==> config.mk <==
export PLATFORM = sky130hd
export DESIGN_NAME = membit_branch_seq
export DESIGN_NICKNAME = d
export VERILOG_FILES = /design/src/rtl/mbr_pkg.sv /design/src/rtl/mbr_fsm.sv /design/src/rtl/mbr_bit_sel.sv /design/src/rtl/mbr_target.sv /design/src/rtl/membit_branch_seq.sv
export SDC_FILE = /design/constraint.sdc
export NUM_CORES = 1
export LEC_CHECK = 0
export ABC_CLOCK_PERIOD_IN_PS = 8400
export CORE_UTILIZATION = 62
export CTS_BUF_LIST = sky130_fd_sc_hd__clkbuf_2 sky130_fd_sc_hd__clkbuf_4 sky130_fd_sc_hd__clkbuf_8
export DETAILED_ROUTE_END_ITERATION = 10
export GPL_ROUTABILITY_DRIVEN = 0
export PLACE_DENSITY = 0.89
export SKIP_CTS_REPAIR_TIMING = 1
export SLEW_MARGIN = 20
export SYNTH_ARGS = -nofsm -noshare
export SYNTH_HDL_FRONTEND = slang
export SYNTH_SLANG_ARGS = --single-unit
==> constraint.sdc <==
create_clock -name clk -period 8.4 [get_ports clk]
set_input_delay 0.84 -clock clk [delete_from_list [all_inputs] [get_ports clk]]
set_output_delay 0.84 -clock clk [all_outputs]
set_load 0.02 [all_outputs]
==> src/rtl/mbr_pkg.sv <==
`timescale 1ns/1ps
package mbr_pkg;
  localparam int INSN_LEN = 3;

  typedef enum logic [2:0] {
    ST_IDLE,
    ST_OPC,
    ST_IDX,
    ST_PAGE,
    ST_DISP,
    ST_GAP1,
    ST_GAP2
  } mbr_state_e;
endpackage

==> src/rtl/mbr_fsm.sv <==
`timescale 1ns/1ps
module mbr_fsm
  import mbr_pkg::*;
(
  input  logic       clk,
  input  logic       rst,
  input  logic       start_i,
  input  logic       bit_set_i,
  output mbr_state_e state_o
);
  mbr_state_e state_q, state_d;

  always_comb begin
    state_d = state_q;
    unique case (state_q)
      ST_IDLE: if (start_i) state_d = ST_OPC;
      ST_OPC:  state_d = ST_IDX;
      ST_IDX:  state_d = ST_PAGE;
      ST_PAGE: state_d = ST_DISP;
      ST_DISP: state_d = bit_set_i ? ST_GAP1 : ST_IDLE;
      ST_GAP1: state_d = ST_GAP2;
      ST_GAP2: state_d = ST_IDLE;
      default: state_d = ST_IDLE;
    endcase
  end

  always_ff @(posedge clk) begin
    if (rst) state_q <= ST_IDLE;
    else     state_q <= state_d;
  end

  assign state_o = state_q;
endmodule

==> src/rtl/mbr_bit_sel.sv <==
`timescale 1ns/1ps
module mbr_bit_sel #(
  parameter int DATA_W = 8,
  parameter int IDX_W  = $clog2(DATA_W)
) (
  input  logic [IDX_W-1:0]  idx_i,
  input  logic [DATA_W-1:0] data_i,
  output logic              hit_o
);
  logic [DATA_W-1:0] lane;

  for (genvar i = 0; i < DATA_W; i++) begin : g_lane
    assign lane[i] = data_i[i] & (idx_i == IDX_W'(i));
  end

  assign hit_o = |lane;
endmodule

==> src/rtl/mbr_target.sv <==
`timescale 1ns/1ps
module mbr_target #(
  parameter int ADDR_W   = 16,
  parameter int DATA_W   = 8,
  parameter int INSN_LEN = 3
) (
  input  logic [ADDR_W-1:0] base_i,
  input  logic [DATA_W-1:0] disp_i,
  output logic [ADDR_W-1:0] seq_o,
  output logic [ADDR_W-1:0] br_o
);
  localparam int EXT_W = ADDR_W - DATA_W;

  logic [ADDR_W-1:0] disp_ext;

  assign disp_ext = {{EXT_W{disp_i[DATA_W-1]}}, disp_i};
  assign seq_o    = base_i + ADDR_W'(INSN_LEN);
  assign br_o     = seq_o + disp_ext;
endmodule

==> src/rtl/membit_branch_seq.sv <==
`timescale 1ns/1ps
module membit_branch_seq
  import mbr_pkg::*;
#(
  parameter int ADDR_W = 16,
  parameter int DATA_W = 8
) (
  input  logic              clk,
  input  logic              rst,
  input  logic              start_i,
  input  logic [ADDR_W-1:0] start_pc_i,
  input  logic              dpage_sel_i,
  output logic              mem_rd_o,
  output logic [ADDR_W-1:0] mem_addr_o,
  input  logic [DATA_W-1:0] mem_rdata_i,
  output logic [ADDR_W-1:0] pc_o,
  output logic              taken_o,
  output logic              done_o
);
  localparam int IDX_W = $clog2(DATA_W);
  localparam int PAD_W = ADDR_W - DATA_W - 1;

  mbr_state_e        state;
  logic [ADDR_W-1:0] pc_q;
  logic              page_q;
  logic [IDX_W-1:0]  idx_q;
  logic [DATA_W-1:0] dp_q;
  logic [DATA_W-1:0] disp_q;
  logic              bit_q;
  logic [ADDR_W-1:0] tgt_q;
  logic              bit_hit;
  logic [ADDR_W-1:0] seq_pc;
  logic [ADDR_W-1:0] br_pc;
  logic [ADDR_W-1:0] page_addr;
  logic              busy_w;

  mbr_fsm u_fsm (
    .clk       (clk),
    .rst       (rst),
    .start_i   (start_i),
    .bit_set_i (bit_q),
    .state_o   (state)
  );

  mbr_bit_sel #(.DATA_W(DATA_W), .IDX_W(IDX_W)) u_bit_sel (
    .idx_i  (idx_q),
    .data_i (mem_rdata_i),
    .hit_o  (bit_hit)
  );

  mbr_target #(.ADDR_W(ADDR_W), .DATA_W(DATA_W), .INSN_LEN(INSN_LEN)) u_target (
    .base_i (pc_q),
    .disp_i (disp_q),
    .seq_o  (seq_pc),
    .br_o   (br_pc)
  );

  assign busy_w    = (state != ST_IDLE);
  assign page_addr = {{PAD_W{1'b0}}, page_q, dp_q};

  always_comb begin
    mem_rd_o   = 1'b0;
    mem_addr_o = '0;
    unique case (state)
      ST_OPC:  begin mem_rd_o = 1'b1; mem_addr_o = pc_q;                 end
      ST_IDX:  begin mem_rd_o = 1'b1; mem_addr_o = pc_q + ADDR_W'(1);    end
      ST_PAGE: begin mem_rd_o = 1'b1; mem_addr_o = page_addr;            end
      ST_DISP: begin mem_rd_o = 1'b1; mem_addr_o = pc_q + ADDR_W'(2);    end
      default: begin mem_rd_o = 1'b0; mem_addr_o = '0;                   end
    endcase
  end

  always_ff @(posedge clk) begin
    if (rst) begin
      pc_q    <= '0;
      page_q  <= 1'b0;
      idx_q   <= '0;
      dp_q    <= '0;
      disp_q  <= '0;
      bit_q   <= 1'b0;
      tgt_q   <= '0;
      pc_o    <= '0;
      taken_o <= 1'b0;
      done_o  <= 1'b0;
    end else begin
      done_o <= 1'b0;
      unique case (state)
        ST_IDLE: if (start_i) begin
          pc_q   <= start_pc_i;
          page_q <= dpage_sel_i;
        end
        ST_OPC:  idx_q <= mem_rdata_i[DATA_W-1 -: IDX_W];
        ST_IDX:  dp_q  <= mem_rdata_i;
        ST_PAGE: bit_q <= bit_hit;
        ST_DISP: begin
          disp_q <= mem_rdata_i;
          if (!bit_q) begin
            done_o  <= 1'b1;
            taken_o <= 1'b0;
            pc_o    <= seq_pc;
          end
        end
        ST_GAP1: tgt_q <= br_pc;
        ST_GAP2: begin
          done_o  <= 1'b1;
          taken_o <= 1'b1;
          pc_o    <= tgt_q;
        end
        default: ;
      endcase
    end
  end
endmodule

==> flow_summary.yaml <==
logic_synthesis:
  ys_ff_latch: 74
  ys_seq_area_frac: 0.3200
  ys.flop_type: "dfxtp_1"
  ys_types: 64
  syn_area_per_cell_um2: 7.781
  ys.warnings.count: 0
  synth_edf_count: 0
  syn_area_um2: 4629
  synthCells: 595
  ys_async_sr_fraction: 0
  syn-num-nets: 645
pwr:
  combinationalPowerShare: 0.154
  leakage_nw: 1.979
  power_density_nw_per_um2: 153.7
  p_seq_frac: 0.466
  p_clk_frac: 0.380
  switchingPower_mw: 0.2427
  p_int_mw: 0.5873
  worst_ir_drop_vdd_v: 0.00009478
  switching_share: 0.2924
detailed_routing:
  wl_um: 12140
  drc: 2
  viasPerCell: 6.283
  via_count: 4593
  first_pass_iters: 8
  ant_nets: 0
  first_iter_violations: 333
  routedWlPerCell_um: 16.60
clocking:
  clockBufferDepth: 2
  cts_root_buf: "clkbuf_8"
  path_clk_slew_ns: 0.08
  clk_latency_ns: 0.36
  cts_tree: "done"
  clock-sinks: 74
  numCtsBuffers: 9
  htreeDepth: 3
setup_path:
  crit_fanout: 21
  rr_startpoint: "pc_q[2]"
  cp-start-kind: "register"
  arrival_ns: 3.43
  crit_path_end_kind: "output port"
  required_ns: 7.56
  cp-startpoint: "u_fsm.state_o[1]"
  reg2reg_depth: 11
  worst-setup-path-type: "register to output port"
global_route:
  grt_pass1_vias: 4233
  grt_max_degree: 77
  grtUsageTotal: 0.3250
  overflow: 0
  grt_pass1_wl_um: 19690
  antenna_found_initial: 0
sta:
  rsz0062_at_grt: "no"
  relSlewSlack: 0.4355
  finalClockSkew_ns: 0.01368
  hold_violations: 0
  tightest_slew_ns: 0.8437
  max_clock_freq_mhz: 234.2
  period_share: 0.5084
  setup_tns_ns: 0
  setup_viol: 0
  period_needed_ns: 4.270
  final_max_slew_viol_count: 0
floorplanning:
  rows: 31
  io_pins: 63
  initial_core_util: 0.6383
  fp.dieW_um: 88.41
  coreArea_um2: 7253
  die_height_um: 88.41
  die_area_um2: 7816
outcome:
  outcome: "complete, but fails checks"
  violations: "design-rule violations"
placed_design:
  dpl.cell_count: 715
  portBuffers: 62
  dp_hpwl_um: 8482
  place_area_um2: 5177
cells_and_area:
  fin_nets: 677
  drive_gt1_frac: 0.05380
  synthToLayoutAreaGrowth_pct: 16.68
  post-route-cell-area_um2: 5401
  mostFrequentLayoutCell: "nand2_1"
  final_cell_mix: "nand2_1 (129), a21oi_1 (79), dfxtp_1 (74)"
  num_antenna_cells: 0
  stdcell_count: 731
run:
  max-cap-violations: 0
worst_hold_path:
  hp-start: "tgt_q[3]"
  whs_path_depth: 2
  hold_class: "register to register"
==> power groups by stage <==
stage | clock network [mW] | logic [mW] | registers [mW]
after detailed placement | 0 | 0.125 | 0.394
final | 0.315 | 0.128 | 0.387
after floorplan | 0 | 0.102 | 0.375
after global routing | 0.333 | 0.139 | 0.389
after global placement | 0 | 0.122 | 0.393
after CTS | 0.316 | 0.127 | 0.385
==> per-layer routing <==
| layer | GRT usage | part of all wire |
|---|---|---|
| met1 | 0.4024 | 0.41 |
| met2 | 0.5427 | 0.47 |
| met3 | 0.06903 | 0.088 |
| met4 | 0.1481 | 0.033 |
| met5 | 0 | 0 |
==> worst paths after layout <==
kind              slack, ns        endpoint
hold / removal         0.45        tgt_q[3]
setup reg to reg       4.80       tgt_q[15]
setup / recovery       4.13  mem_addr_o[10]
hold reg to reg        0.45        tgt_q[3]
==> layout make-up <==
| cell class | instances | area [um^2] |
|---|---|---|
| repair buffers | 64 | 630.6 |
| clock inverters | 7 | 100.1 |
| flip-flops and latches | 74 | 1481 |
| clock buffers | 9 | 123.9 |
| fillers | 557 | 1852 |
| well taps | 99 | 123.9 |
| inverters | 6 | 22.52 |
| multi-input cells | 472 | 2919 |
==> sequential cells by signal, indices dropped and copies added (netlist names) <==
name and flops:
taken_o 1, idx_q 3, tgt_q 16, disp_q 8, pc_o 16, pc_q 16
dp_q 8, page_q 1, done_o 1, bit_q 1, u_fsm.state_o 3
==> metrics by stage <==
stage / setup WS [ns] / hold WS [ns] / util / power [mW]
floorplan: 5.457 / 0.4316 / - / 0.4768
global placement: 4.686 / 0.4399 / 0.7138 / 0.5149
detailed placement: 4.592 / 0.4428 / 0.7138 / 0.5190
CTS: 4.196 / 0.4545 / 0.7447 / 0.8277
global route: 3.890 / 0.4863 / 0.7447 / 0.8607
finish: 4.130 / 0.4536 / 0.7447 / 0.8300
==> kinds of logic (layout without fill, tap and decap cells) <==
logic type                 count (synthesis)  after routing  share of synthesized area
muxes                                     14             14                    0.03568
xor gates and xnor gates                  45             45                    0.08676
DFF                                       74             74                     0.3200
and+or+nand+nor                          223            223                     0.2200
AOI/OAI and AO/OA                        168            168                     0.2270
buffers and inverters                     49             86                    0.04946
adders and majority gates                 22             22                    0.06108
==> cell usage after synthesis (all sizes together) (2+ instances only) <==
master / count / area [um^2]
o21bai: 2 / 15.01
o21a: 2 / 15.01
nor3: 11 / 66.32
o221ai: 4 / 35.03
and3: 2 / 12.51
buf: 21 / 121.4
ha: 21 / 262.8
mux2i: 12 / 120.1
o211ai: 6 / 50.05
a211oi: 7 / 52.55
a221oi: 3 / 32.53
nor2: 35 / 146.4
mux4: 2 / 45.04
xnor2: 23 / 209.0
inv: 6 / 22.52
or3: 2 / 17.52
a21o: 9 / 67.56
a21oi: 79 / 395.4
and2: 3 / 18.77
nand3: 9 / 45.04
nand2: 131 / 496.7
clkbuf: 22 / 85.08
nor2b: 4 / 25.02
o41ai: 2 / 17.52
a22oi: 19 / 142.6
nand4: 9 / 56.30
a22o: 2 / 17.52
o21ai: 16 / 83.83
o22ai: 6 / 37.54
and4: 2 / 17.52
nand3b: 4 / 30.03
xor2: 22 / 192.7
a31oi: 3 / 18.77
dfxtp: 74 / 1481
a41oi: 2 / 17.52
nand2b: 4 / 25.02
==> worst max-delay path, cell delays in order (launching register included) <==
cell	delay (ns)
dfxtp_1	0.84
nor2b_1	0.63
nand2_1	0.42
nand2_1	0.20
a221o_1	0.16
nand2_1	0.06
o31ai_1	0.09
clkdlybuf4s50_1	0.66
Note: power is estimated with default switching activity, not from simulation.
